## config.mk

```make
export PLATFORM = sky130hd
export DESIGN_NAME = wb_coh_ctrl
export DESIGN_NICKNAME = d
export VERILOG_FILES = /design/src/rtl/wb_coh_pkg.sv /design/src/rtl/wb_coh_line_store.sv /design/src/rtl/wb_coh_ctrl_fsm.sv /design/src/rtl/wb_coh_snoop_unit.sv /design/src/rtl/wb_coh_ctrl.sv
export SDC_FILE = /design/constraint.sdc
export NUM_CORES = 1
export LEC_CHECK = 0
export BUFFER_PORTS_ARGS = -buffer_cell sky130_fd_sc_hd__buf_2
export CAP_MARGIN = 30
export CORE_UTILIZATION = 25
export DETAILED_ROUTE_END_ITERATION = 12
export PLACE_DENSITY_LB_ADDON = 0.08
export SLEW_MARGIN = 0
export SYNTH_ARGS = -nofsm -noshare
export SYNTH_HDL_FRONTEND = slang
export SYNTH_SLANG_ARGS = --single-unit
```

## constraint.sdc

```tcl
create_clock -name clk -period 11.5 [get_ports clk]
set_clock_uncertainty 0.1 [all_clocks]
set_input_delay 2.3 -clock clk [delete_from_list [all_inputs] [get_ports clk]]
set_output_delay 2.3 -clock clk [all_outputs]
set_load 0.1 [all_outputs]
```

## src/rtl/wb_coh_pkg.sv

```systemverilog
package wb_coh_pkg;
   typedef enum logic [1:0] {LS_INV = 2'd0, LS_VAL = 2'd1, LS_MOD = 2'd2} line_st_e;
   typedef enum logic [1:0] {BC_NONE = 2'd0, BC_RD = 2'd1, BC_RDX = 2'd2, BC_WB = 2'd3} bus_cmd_e;
   typedef enum logic [1:0] {OP_RD = 2'd0, OP_WR = 2'd1, OP_REPL = 2'd2} cpu_op_e;
   typedef enum logic [1:0] {FS_IDLE = 2'd0, FS_WB = 2'd1, FS_FILL = 2'd2} fsm_st_e;
endpackage

```

## src/rtl/wb_coh_line_store.sv

```systemverilog
module wb_coh_line_store
   import wb_coh_pkg::*;
#(
   parameter int LINES  = 8,
   parameter int TAG_W  = 9,
   parameter int DATA_W = 32,
   localparam int IDX_W = $clog2(LINES)
) (
   input  logic               clk,
   input  logic               rst_n,
   input  logic [IDX_W-1:0]   a_idx,
   input  logic [IDX_W-1:0]   b_idx,
   input  logic               p_we,
   input  logic [IDX_W-1:0]   p_idx,
   input  logic [1:0]         p_state,
   input  logic               p_tag_we,
   input  logic [TAG_W-1:0]   p_tag,
   input  logic               p_data_we,
   input  logic [DATA_W-1:0]  p_data,
   input  logic               s_we,
   input  logic [IDX_W-1:0]   s_idx,
   input  logic [1:0]         s_state,
   output logic [1:0]         a_state,
   output logic [TAG_W-1:0]   a_tag,
   output logic [DATA_W-1:0]  a_data,
   output logic [1:0]         b_state,
   output logic [TAG_W-1:0]   b_tag,
   output logic [DATA_W-1:0]  b_data,
   output logic [2*LINES-1:0] state_flat
);
   logic [1:0]        st_arr   [LINES];
   logic [TAG_W-1:0]  tag_arr  [LINES];
   logic [DATA_W-1:0] data_arr [LINES];

   for (genvar g = 0; g < LINES; g++) begin : g_line
      logic [1:0]        st_r;
      logic [TAG_W-1:0]  tag_r;
      logic [DATA_W-1:0] data_r;
      // processor update wins; the controller never lets both hit one index
      always_ff @(posedge clk) begin
         if (!rst_n) begin
            st_r   <= LS_INV;
            tag_r  <= '0;
            data_r <= '0;
         end else if (p_we && p_idx == IDX_W'(g)) begin
            st_r <= p_state;
            if (p_tag_we)  tag_r  <= p_tag;
            if (p_data_we) data_r <= p_data;
         end else if (s_we && s_idx == IDX_W'(g)) begin
            st_r <= s_state;
         end
      end
      assign st_arr[g]   = st_r;
      assign tag_arr[g]  = tag_r;
      assign data_arr[g] = data_r;
      assign state_flat[2*g +: 2] = st_r;
   end

   assign a_state = st_arr[a_idx];
   assign a_tag   = tag_arr[a_idx];
   assign a_data  = data_arr[a_idx];
   assign b_state = st_arr[b_idx];
   assign b_tag   = tag_arr[b_idx];
   assign b_data  = data_arr[b_idx];

   assert_reset_invalid_R1: assert property (@(posedge clk) disable iff (!rst_n)
      $rose(rst_n) |-> (state_flat == '0));
   assert_one_writer_R10: assert property (@(posedge clk) disable iff (!rst_n)
      !(p_we && s_we && p_idx == s_idx));
endmodule

```

## src/rtl/wb_coh_ctrl_fsm.sv

```systemverilog
module wb_coh_ctrl_fsm
   import wb_coh_pkg::*;
#(
   parameter int TAG_W  = 9,
   parameter int DATA_W = 32
) (
   input  logic              clk,
   input  logic              rst_n,
   input  logic              cpu_req,
   input  logic [1:0]        cpu_op,
   input  logic [TAG_W-1:0]  cpu_tag,
   input  logic [DATA_W-1:0] cpu_wdata,
   input  logic [1:0]        line_st,
   input  logic [TAG_W-1:0]  line_tag,
   input  logic [DATA_W-1:0] line_data,
   input  logic              bus_gnt,
   input  logic [DATA_W-1:0] bus_rdata,
   input  logic              snp_block,
   output logic              cpu_hit,
   output logic              cpu_stall,
   output logic [DATA_W-1:0] cpu_rdata,
   output logic              bus_req,
   output logic [1:0]        bus_cmd,
   output logic              bus_old_tag,
   output logic              upd_we,
   output logic [1:0]        upd_state,
   output logic              upd_tag_we,
   output logic              upd_data_we,
   output logic [DATA_W-1:0] upd_data
);
   fsm_st_e st_q, st_d;
   logic    done;
   logic    tag_hit, present;

   assign tag_hit = (line_tag == cpu_tag);
   assign present = (line_st != LS_INV);

   always_comb begin
      st_d        = st_q;
      done        = 1'b0;
      cpu_hit     = 1'b0;
      cpu_rdata   = line_data;
      bus_req     = 1'b0;
      bus_cmd     = BC_NONE;
      bus_old_tag = 1'b0;
      upd_we      = 1'b0;
      upd_state   = line_st;
      upd_tag_we  = 1'b0;
      upd_data_we = 1'b0;
      upd_data    = cpu_wdata;
      unique case (st_q)
         FS_IDLE: if (cpu_req && !snp_block) begin
            unique case (cpu_op)
               OP_RD: begin
                  if (tag_hit && present) begin
                     cpu_hit = 1'b1;
                     done    = 1'b1;
                  end else if (line_st == LS_MOD) st_d = FS_WB;
                  else                            st_d = FS_FILL;
               end
               OP_WR: begin
                  if (tag_hit && line_st == LS_MOD) begin
                     cpu_hit     = 1'b1;
                     done        = 1'b1;
                     upd_we      = 1'b1;
                     upd_state   = LS_MOD;
                     upd_data_we = 1'b1;
                  end else if (line_st == LS_MOD) st_d = FS_WB;
                  else                            st_d = FS_FILL;
               end
               OP_REPL: begin
                  if (line_st == LS_MOD) st_d = FS_WB;
                  else begin
                     done      = 1'b1;
                     upd_we    = (line_st == LS_VAL);
                     upd_state = LS_INV;
                  end
               end
               default: done = 1'b1;
            endcase
         end
         FS_WB: begin
            if (line_st != LS_MOD) st_d = FS_IDLE;   // a snoop already took the dirty copy
            else begin
               bus_req     = 1'b1;
               bus_cmd     = BC_WB;
               bus_old_tag = 1'b1;
               if (bus_gnt) begin
                  upd_we    = 1'b1;
                  upd_state = LS_INV;
                  st_d      = FS_IDLE;
               end
            end
         end
         FS_FILL: begin
            bus_req = 1'b1;
            bus_cmd = (cpu_op == OP_WR) ? BC_RDX : BC_RD;
            if (bus_gnt) begin
               done        = 1'b1;
               upd_we      = 1'b1;
               upd_tag_we  = 1'b1;
               upd_data_we = 1'b1;
               if (cpu_op == OP_WR) begin
                  upd_state = LS_MOD;
               end else begin
                  upd_state = LS_VAL;
                  upd_data  = bus_rdata;
                  cpu_rdata = bus_rdata;
               end
               st_d = FS_IDLE;
            end
         end
         default: st_d = FS_IDLE;
      endcase
   end

   assign cpu_stall = cpu_req && !done;

   always_ff @(posedge clk) begin
      if (!rst_n) st_q <= FS_IDLE;
      else        st_q <= st_d;
   end

   assert_hit_local_R4: assert property (@(posedge clk) disable iff (!rst_n)
      cpu_hit |-> (!bus_req && !cpu_stall));
   assert_wb_stalls_R10: assert property (@(posedge clk) disable iff (!rst_n)
      (st_q == FS_WB && cpu_req) |-> cpu_stall);
endmodule

```

## src/rtl/wb_coh_snoop_unit.sv

```systemverilog
module wb_coh_snoop_unit
   import wb_coh_pkg::*;
#(
   parameter int TAG_W  = 9,
   parameter int IDX_W  = 3,
   parameter int DATA_W = 32,
   localparam int ADDR_W = TAG_W + IDX_W
) (
   input  logic              clk,
   input  logic              rst_n,
   input  logic              snp_valid,
   input  logic [1:0]        snp_cmd,
   input  logic [TAG_W-1:0]  snp_tag,
   input  logic [IDX_W-1:0]  snp_idx,
   input  logic [IDX_W-1:0]  cpu_idx,
   input  logic [1:0]        line_st,
   input  logic [TAG_W-1:0]  line_tag,
   input  logic [DATA_W-1:0] line_data,
   input  logic              bus_gnt,
   output logic              s_we,
   output logic [1:0]        s_state,
   output logic              snp_block,
   output logic              flush_vld,
   output logic [ADDR_W-1:0] flush_addr,
   output logic [DATA_W-1:0] flush_data
);
   logic act, is_rd, is_rdx, dirty;

   assign is_rd  = (snp_cmd == BC_RD);
   assign is_rdx = (snp_cmd == BC_RDX);
   assign act    = snp_valid && !bus_gnt && (is_rd || is_rdx)
                   && (line_tag == snp_tag) && (line_st != LS_INV);
   assign dirty  = (line_st == LS_MOD);

   always_comb begin
      s_we    = 1'b0;
      s_state = line_st;
      if (act && is_rdx) begin
         s_we    = 1'b1;
         s_state = LS_INV;
      end else if (act && dirty) begin
         s_we    = 1'b1;
         s_state = LS_VAL;
      end
   end

   assign snp_block = act && (snp_idx == cpu_idx);

   always_ff @(posedge clk) begin
      if (!rst_n) begin
         flush_vld  <= 1'b0;
         flush_addr <= '0;
         flush_data <= '0;
      end else begin
         flush_vld <= act && dirty;
         if (act && dirty) begin
            flush_addr <= {line_tag, snp_idx};
            flush_data <= line_data;
         end
      end
   end

   assert_flush_follows_R7: assert property (@(posedge clk) disable iff (!rst_n)
      (snp_valid && !bus_gnt && is_rd && line_st == LS_MOD && line_tag == snp_tag) |=> flush_vld);
   assert_flush_cause_R8: assert property (@(posedge clk) disable iff (!rst_n)
      flush_vld |-> $past(snp_valid));
endmodule

```

## src/rtl/wb_coh_ctrl.sv

```systemverilog
module wb_coh_ctrl
   import wb_coh_pkg::*;
#(
   parameter int ADDR_W = 12,
   parameter int DATA_W = 32,
   parameter int LINES  = 8,
   localparam int IDX_W = $clog2(LINES),
   localparam int TAG_W = ADDR_W - IDX_W
) (
   input  logic               clk,
   input  logic               rst_n,
   input  logic               cpu_req,
   input  logic [1:0]         cpu_op,
   input  logic [ADDR_W-1:0]  cpu_addr,
   input  logic [DATA_W-1:0]  cpu_wdata,
   output logic [DATA_W-1:0]  cpu_rdata,
   output logic               cpu_hit,
   output logic               cpu_stall,
   output logic               bus_req,
   output logic [1:0]         bus_cmd,
   output logic [ADDR_W-1:0]  bus_addr,
   output logic [DATA_W-1:0]  bus_wdata,
   input  logic               bus_gnt,
   input  logic [DATA_W-1:0]  bus_rdata,
   input  logic               snp_valid,
   input  logic [1:0]         snp_cmd,
   input  logic [ADDR_W-1:0]  snp_addr,
   output logic               flush_vld,
   output logic [ADDR_W-1:0]  flush_addr,
   output logic [DATA_W-1:0]  flush_data,
   output logic [2*LINES-1:0] line_state
);
   if (LINES < 2 || (1 << IDX_W) != LINES) begin : g_bad_lines
      $error("wb_coh_ctrl: LINES must be a power of two, at least 2");
   end
   if (ADDR_W <= IDX_W) begin : g_bad_addr
      $error("wb_coh_ctrl: ADDR_W must exceed the index width");
   end

   logic [IDX_W-1:0]  cpu_idx, snp_idx;
   logic [TAG_W-1:0]  cpu_tag, snp_tag;
   logic [1:0]        a_state, b_state, upd_state, s_state;
   logic [TAG_W-1:0]  a_tag, b_tag;
   logic [DATA_W-1:0] a_data, b_data, upd_data;
   logic              upd_we, upd_tag_we, upd_data_we, s_we, snp_block, bus_old_tag;

   assign cpu_idx = cpu_addr[IDX_W-1:0];
   assign cpu_tag = cpu_addr[ADDR_W-1:IDX_W];
   assign snp_idx = snp_addr[IDX_W-1:0];
   assign snp_tag = snp_addr[ADDR_W-1:IDX_W];

   wb_coh_line_store #(.LINES(LINES), .TAG_W(TAG_W), .DATA_W(DATA_W)) u_store (
      .clk, .rst_n,
      .a_idx(cpu_idx), .b_idx(snp_idx),
      .p_we(upd_we), .p_idx(cpu_idx), .p_state(upd_state),
      .p_tag_we(upd_tag_we), .p_tag(cpu_tag),
      .p_data_we(upd_data_we), .p_data(upd_data),
      .s_we, .s_idx(snp_idx), .s_state,
      .a_state, .a_tag, .a_data, .b_state, .b_tag, .b_data,
      .state_flat(line_state)
   );

   wb_coh_ctrl_fsm #(.TAG_W(TAG_W), .DATA_W(DATA_W)) u_fsm (
      .clk, .rst_n, .cpu_req, .cpu_op, .cpu_tag, .cpu_wdata,
      .line_st(a_state), .line_tag(a_tag), .line_data(a_data),
      .bus_gnt, .bus_rdata, .snp_block,
      .cpu_hit, .cpu_stall, .cpu_rdata,
      .bus_req, .bus_cmd, .bus_old_tag,
      .upd_we, .upd_state, .upd_tag_we, .upd_data_we, .upd_data
   );

   wb_coh_snoop_unit #(.TAG_W(TAG_W), .IDX_W(IDX_W), .DATA_W(DATA_W)) u_snoop (
      .clk, .rst_n, .snp_valid, .snp_cmd, .snp_tag, .snp_idx, .cpu_idx,
      .line_st(b_state), .line_tag(b_tag), .line_data(b_data), .bus_gnt,
      .s_we, .s_state, .snp_block, .flush_vld, .flush_addr, .flush_data
   );

   assign bus_addr  = {(bus_old_tag ? a_tag : cpu_tag), cpu_idx};
   assign bus_wdata = a_data;

   assert_rdx_owns_R3: assert property (@(posedge clk) disable iff (!rst_n)
      (bus_req && bus_gnt && bus_cmd == BC_RDX) |=> (line_state[2*$past(cpu_idx) +: 2] == LS_MOD));
   assert_wb_clears_R5: assert property (@(posedge clk) disable iff (!rst_n)
      (bus_req && bus_gnt && bus_cmd == BC_WB) |=> (line_state[2*$past(cpu_idx) +: 2] == LS_INV));
endmodule

```

==> results.txt, run 1 <==
crit path max fanout: 36
largest family of logic cells by synthesized area: multiplexers
Num CTS Buffers: 50
Ant. Diodes: 0
Req. time, crit path: 9100 ps
Post-Route WL: 77400 µm
Cell Pwr Density: 129 nW/µm²
fin. max-slew vios: 0
initial antenna violation count: 2
drt drc: 0
postcts setup bufs: 0
post-synthesis cell type with the largest combined area: dfxtp_1
root buf cell: clkbuf_16
worst min path class: register to register
main flop type after synthesis: dfxtp_1
# IOs: 239
area of the multi-input gates: 12500 µm²
outcome: complete, no violations
routed vias: 16900
Via density: 4.95
1st-iter DRT viols: 1005
dpl hpwl: 48400 µm
post-synthesis mux area share: 0.375
Final Power: 3230 µW
Seq/Total Area, Yosys: 0.370
fin crit period: 8510 ps
total grt overflow: 0
Synth area leaders: dfxtp_1 37%, mux4_2 16%, mux2i_1 16%
Post-synth ARST share: 0
die area: 85800 µm²
Worst EP arrival: 6110 ps
number of hold buffers added after cts: 0
die width: 293 µm
Critical Path Slowest Stage Cell: buf_4
Post-Synth Simple-Gate Area: 0.139
Setup-failing EPs final: 0
CTS sink count: 391
worst slew pin tran: 997 ps
CTS Buffer Depth: 3
register area: 7830 µm²
library cells used by synthesis: 66
RSZ-0062 raised after global routing: false
Synth Cell Area: 21200 µm²
critical path cell sequence: buf_4 -> buf_4 -> mux2_2 -> o22ai_1 -> or3_1 -> nand4_1 -> or4_4 -> nor3_1 -> o21ai_0 -> nor3_1 -> buf_2
Max Cap Violations: 0
Die H: 293 µm
Starting Density: 0.253
maximum clock frequency: 0.117 GHz
H-tree levels: 2
gpl congestion: 0.803
pre-CTS setup slack: 2890 ps
Post-synth EDFFs: 0
Worst setup SP type: input port
Fillers: 8696
Fin Setup TNS: 0 ps
Synth Area in Adders: 0.00532
DR pass1 iterations: 5
later-pin clock latency in the skew report: 600 ps
share of the synthesized area in the top cell type: 0.370
placed insts: 3324
synthesized flop and latch total: 391
pin count of the biggest net entering global routing: 123
num rows: 106
Final Cycle Share: 0.740
Resize count post-CTS: 0
vias in the first global route: 17100
worst r2r path cells: 9
mean routed wirelength per cell: 22.7 µm
hold slack: 369 ps
fraction of layout cells with a size suffix above 1: 0.277
final hold vios: 0
critical path class: input port to output pin
LEAKAGE: 0.0110 µW
first-pass GRT wire length: 115000 µm
syn_nets: 2207
Compound-Gate Fraction of Synth Area: 0.0661
Ys Warns: 0
Layout area overhead: 18.3%
XOR/XNOR Fraction of Synth Area: 0.00497
Final WS setup: 2990 ps
hold path cells: 2
synthesized area per cell: 10.1 µm²
Critical Path Max Stage Delay: 700 ps
Mapped Cells: 2101
Layout Cells excl Fill: 3414
fin nets: 2351
Max VDD drop: 0.0777 mV
Post-DRT Antenna Nets: 0
Port Buf Inserts: 238
CTS tree: yes
core area: 83700 µm²
Max-slew headroom: 0.333
crit end category: output pin
GRT Overall Usage: 0.179
CTS clock-pin slew for the worst setup and hold paths: 50 ps
## layout make-up
class / instances / area share
well taps: 1134 / 0.0567
flip-flops and latches: 391 / 0.313
repair buffers: 268 / 0.0624
multi-input cells: 1520 / 0.500
clock buffers: 77 / 0.0609
clock inverters: 10 / 0.00500
inverters: 14 / 0.00220
## per-stage QoR
step                instance area [µm²]   util
finish                            25000  0.299
CTS                               24900  0.298
floorplan                         21200      -
global route                      25000  0.299
global placement                  23200  0.277
detailed placement                23300  0.278
## synth_stat cells (9+ instances only)
cell	n
buf_6	10
o22ai_1	14
inv_1	13
nand3_1	58
mux2i_1	328
dfxtp_1	391
nand2b_1	9
ha_1	9
a21oi_1	66
mux4_2	146
nand2_1	444
nor2_1	101
o21ai_0	61
mux2_2	117
nor3_1	11
buf_1	25
nor2b_1	10
clkbuf_1	108
o21a_1	9
buf_2	25
## cell usage in the layout, fill, tap and decap left out, types with 10 or more instances in the layout
master / count
nor3_1: 10
inv_1: 12
nor2_1: 100
mux2i_1: 328
nand3_1: 58
o22ai_1: 14
a21oi_1: 66
mux2_2: 117
clkbuf_8: 16
nand2_1: 443
mux4_2: 146
dfxtp_1: 391
nor2b_1: 10
clkbuf_16: 51
buf_2: 232
clkbuf_1: 11
buf_4: 25
o21ai_0: 61
## state kept, by name (all words and copies together) (netlist names)
name                   flops
u_fsm.st_q                 2
u_snoop.flush_addr        12
u_snoop.flush_data        32
u_snoop.flush_vld          1
u_store.g_line.data_r    256
u_store.g_line.st_r       16
u_store.g_line.tag_r      72
## final timing paths
kind                                             startpoint                          end  slack [ps]
worst min register to register  u_store.g_line[5].data_r[8]  u_store.g_line[5].data_r[8]         370
worst max register to register    u_store.g_line[0].st_r[0]  u_store.g_line[0].data_r[7]        7030
worst min-delay path            u_store.g_line[5].data_r[8]  u_store.g_line[5].data_r[8]         370
worst max-delay path                            cpu_addr[2]                      cpu_hit        2990
## power breakdown
part           switching [µW]  internal [µW]  total (µW)
registers                1.76           1360        1360
clock network             632            950        1580
logic                     204           82.8         286
## critical path, delay by kind of cell
kind                   cells  cell delay, ps
multiplexers               1             420
AND/OR/NAND/NOR            5            1400
buffers and inverters      3            1610
AO/OA/AOI/OAI              2             330
## metal layers
layer,up-vias,track usage,part of all wire
met5,-,0,0.00025
met2,435,0.294,0.47
met3,103,0.0269,0.044
li1,7875,-,-
met1,8486,0.243,0.46
met4,4,0.0480,0.023
## cells by family (layout without fill, tap and decap cells)
group,Yosys count,count (layout)
compound gates,222,222
fa+ha+maj,9,9
buf+inv,190,369
flops,391,391
simple gates,683,683
mux,594,594
xor+xnor,12,12
No activity file was read; power rests on OpenSTA's default activity.
==> inputs of run 2 (changes only) <==
- clock period: 11.5 -> 6.85 ns (I/O delays scaled with it)
==> results.txt, run 2 (synthesis gave the netlist of run 1 again) <==
crit end category: output pin
worst min path class: register to register
Critical Path Max Stage Delay: 670 ps
fin crit period: 6240 ps
worst slew pin tran: 990 ps
Layout Cells excl Fill: 3441
num rows: 106
later-pin clock latency in the skew report: 610 ps
commonest non-fill, non-tap cell in the layout: nand2_1
gpl congestion: 0.784
die area: 85800 µm²
Setup-failing EPs final: 0
final non-filler cell area: 25100 µm²
die width: 293 µm
Via density: 4.93
core area: 83700 µm²
Resize count post-CTS: 0
Largest Register: u_store.g_line.data_r
Starting Density: 0.253
Post-Route WL: 77600 µm
fraction of layout cells with a size suffix above 1: 0.284
initial antenna violation count: 0
mean routed wirelength per cell: 22.6 µm
DP Area: 23400 µm²
Max Cap Violations: 0
GRT Overall Usage: 0.178
number of hold buffers added after cts: 0
vias in the first global route: 17100
root buf cell: clkbuf_16
# IOs: 239
fin nets: 2373
first-pass GRT wire length: 115000 µm
CTS Buffer Depth: 3
Largest register FFs: 256
critical path cell sequence: buf_2 -> nor2b_1 -> a22oi_1 -> and3_1 -> o22ai_1 -> and4b_1 -> and3_1 -> nor3_1 -> buf_12
maximum clock frequency: 0.160 GHz
critical path class: input port to output pin
Final Cycle Share: 0.911
outcome: complete, no violations
CTS clock-pin slew for the worst setup and hold paths: 50 ps
Post-DRT Antenna Nets: 0
Die H: 293 µm
Worst EP arrival: 4770 ps
CP Buf/Inv Count: 2
fin. max-slew vios: 0
commonest cells after routing, fill and taps aside: 443 x nand2_1, 391 x dfxtp_1, 328 x mux2i_1
final hold vios: 0
Critical Path Slowest Stage Cell: nor2b_1
Worst setup SP type: input port
placed insts: 3347
H-tree levels: 2
Port Buf Inserts: 238
Num CTS Buffers: 51
LEAKAGE: 0.0110 µW
hold slack: 369 ps
1st-iter DRT viols: 1012
Req. time, crit path: 5380 ps
Fin Setup TNS: 0 ps
CTS sink count: 391
Max VDD drop: 0.167 mV
postcts setup bufs: 0
pre-CTS setup slack: 561 ps
pin count of the biggest net entering global routing: 141
total grt overflow: 0
Max-slew headroom: 0.340
CTS tree: yes
routed vias: 17000
Layout area overhead: 18.8%
Top Registers: u_store.g_line.data_r x256, u_store.g_line.tag_r x72, u_snoop.flush_data x32
drt drc: 0
critical path's most frequent cell: and3_1
Final WS setup: 610 ps
crit path max fanout: 16
delay-heaviest family, CP: simple AND/OR/NAND/NOR gates
RSZ-0062 raised after global routing: false
Cell Pwr Density: 217 nW/µm²
dpl hpwl: 49600 µm
DR pass1 iterations: 5
run 2: changes by cell type in the layout (fill, tap and decap cells not counted), sizes merged:
cell    before  now
buf        267  288
clkinv       8   13
diode        0    1
run 2: where the power goes:
part           switching, µW  leakage [µW]  total (µW)  internal [µW]
clock                   1090      0.000819        2680           1590
sequential              2.80       0.00315        2280           2280
combinational            346       0.00707         486            140
run 2: final cells by class:
cell class | count | area, µm²
Clock buffer | 77 | 1510
Antenna cell | 1 | 2.50
Sequential cell | 391 | 7830
Inverter | 14 | 55.1
Fill cell | 8667 | 58600
Tap cell | 1134 | 1420
Timing Repair Buffer | 289 | 1660
Multi-Input combinational cell | 1520 | 12500
Clock inverter | 15 | 153
run 2: layer usage:
metal	wire, µm	GRT usage	up-vias
met1	36000	0.238	8597
met2	37400	0.301	376
li1	-	-	7916
met3	2790	0.0218	92
met5	0	0	-
met4	1430	0.0443	0
run 2: final timing paths:
kind / cells after the start / end / from / slack [ps]
worst min register to register: 2 / u_store.g_line[5].data_r[8] / u_store.g_line[5].data_r[8] / 370
worst max-delay path: 9 / cpu_hit / snp_addr[2] / 610
worst max register to register: 10 / u_store.g_line[5].data_r[11] / u_store.g_line[0].tag_r[5] / 2520
worst min-delay path: 2 / u_store.g_line[5].data_r[8] / u_store.g_line[5].data_r[8] / 370
run 2: worst min-delay path: stages, from the launching register on:
cell     delay, ps
dfxtp_1        310
nand2_1         50
mux2i_1         50
run 2: stage by stage:
step / util / total power [µW]
3_5_place_dp: 0.280 / 2830
4_1_cts: 0.300 / 5550
2_1_floorplan: - / 2660
5_1_grt: 0.300 / 5670
3_3_place_gp: 0.280 / 2820
6_report: 0.300 / 5440
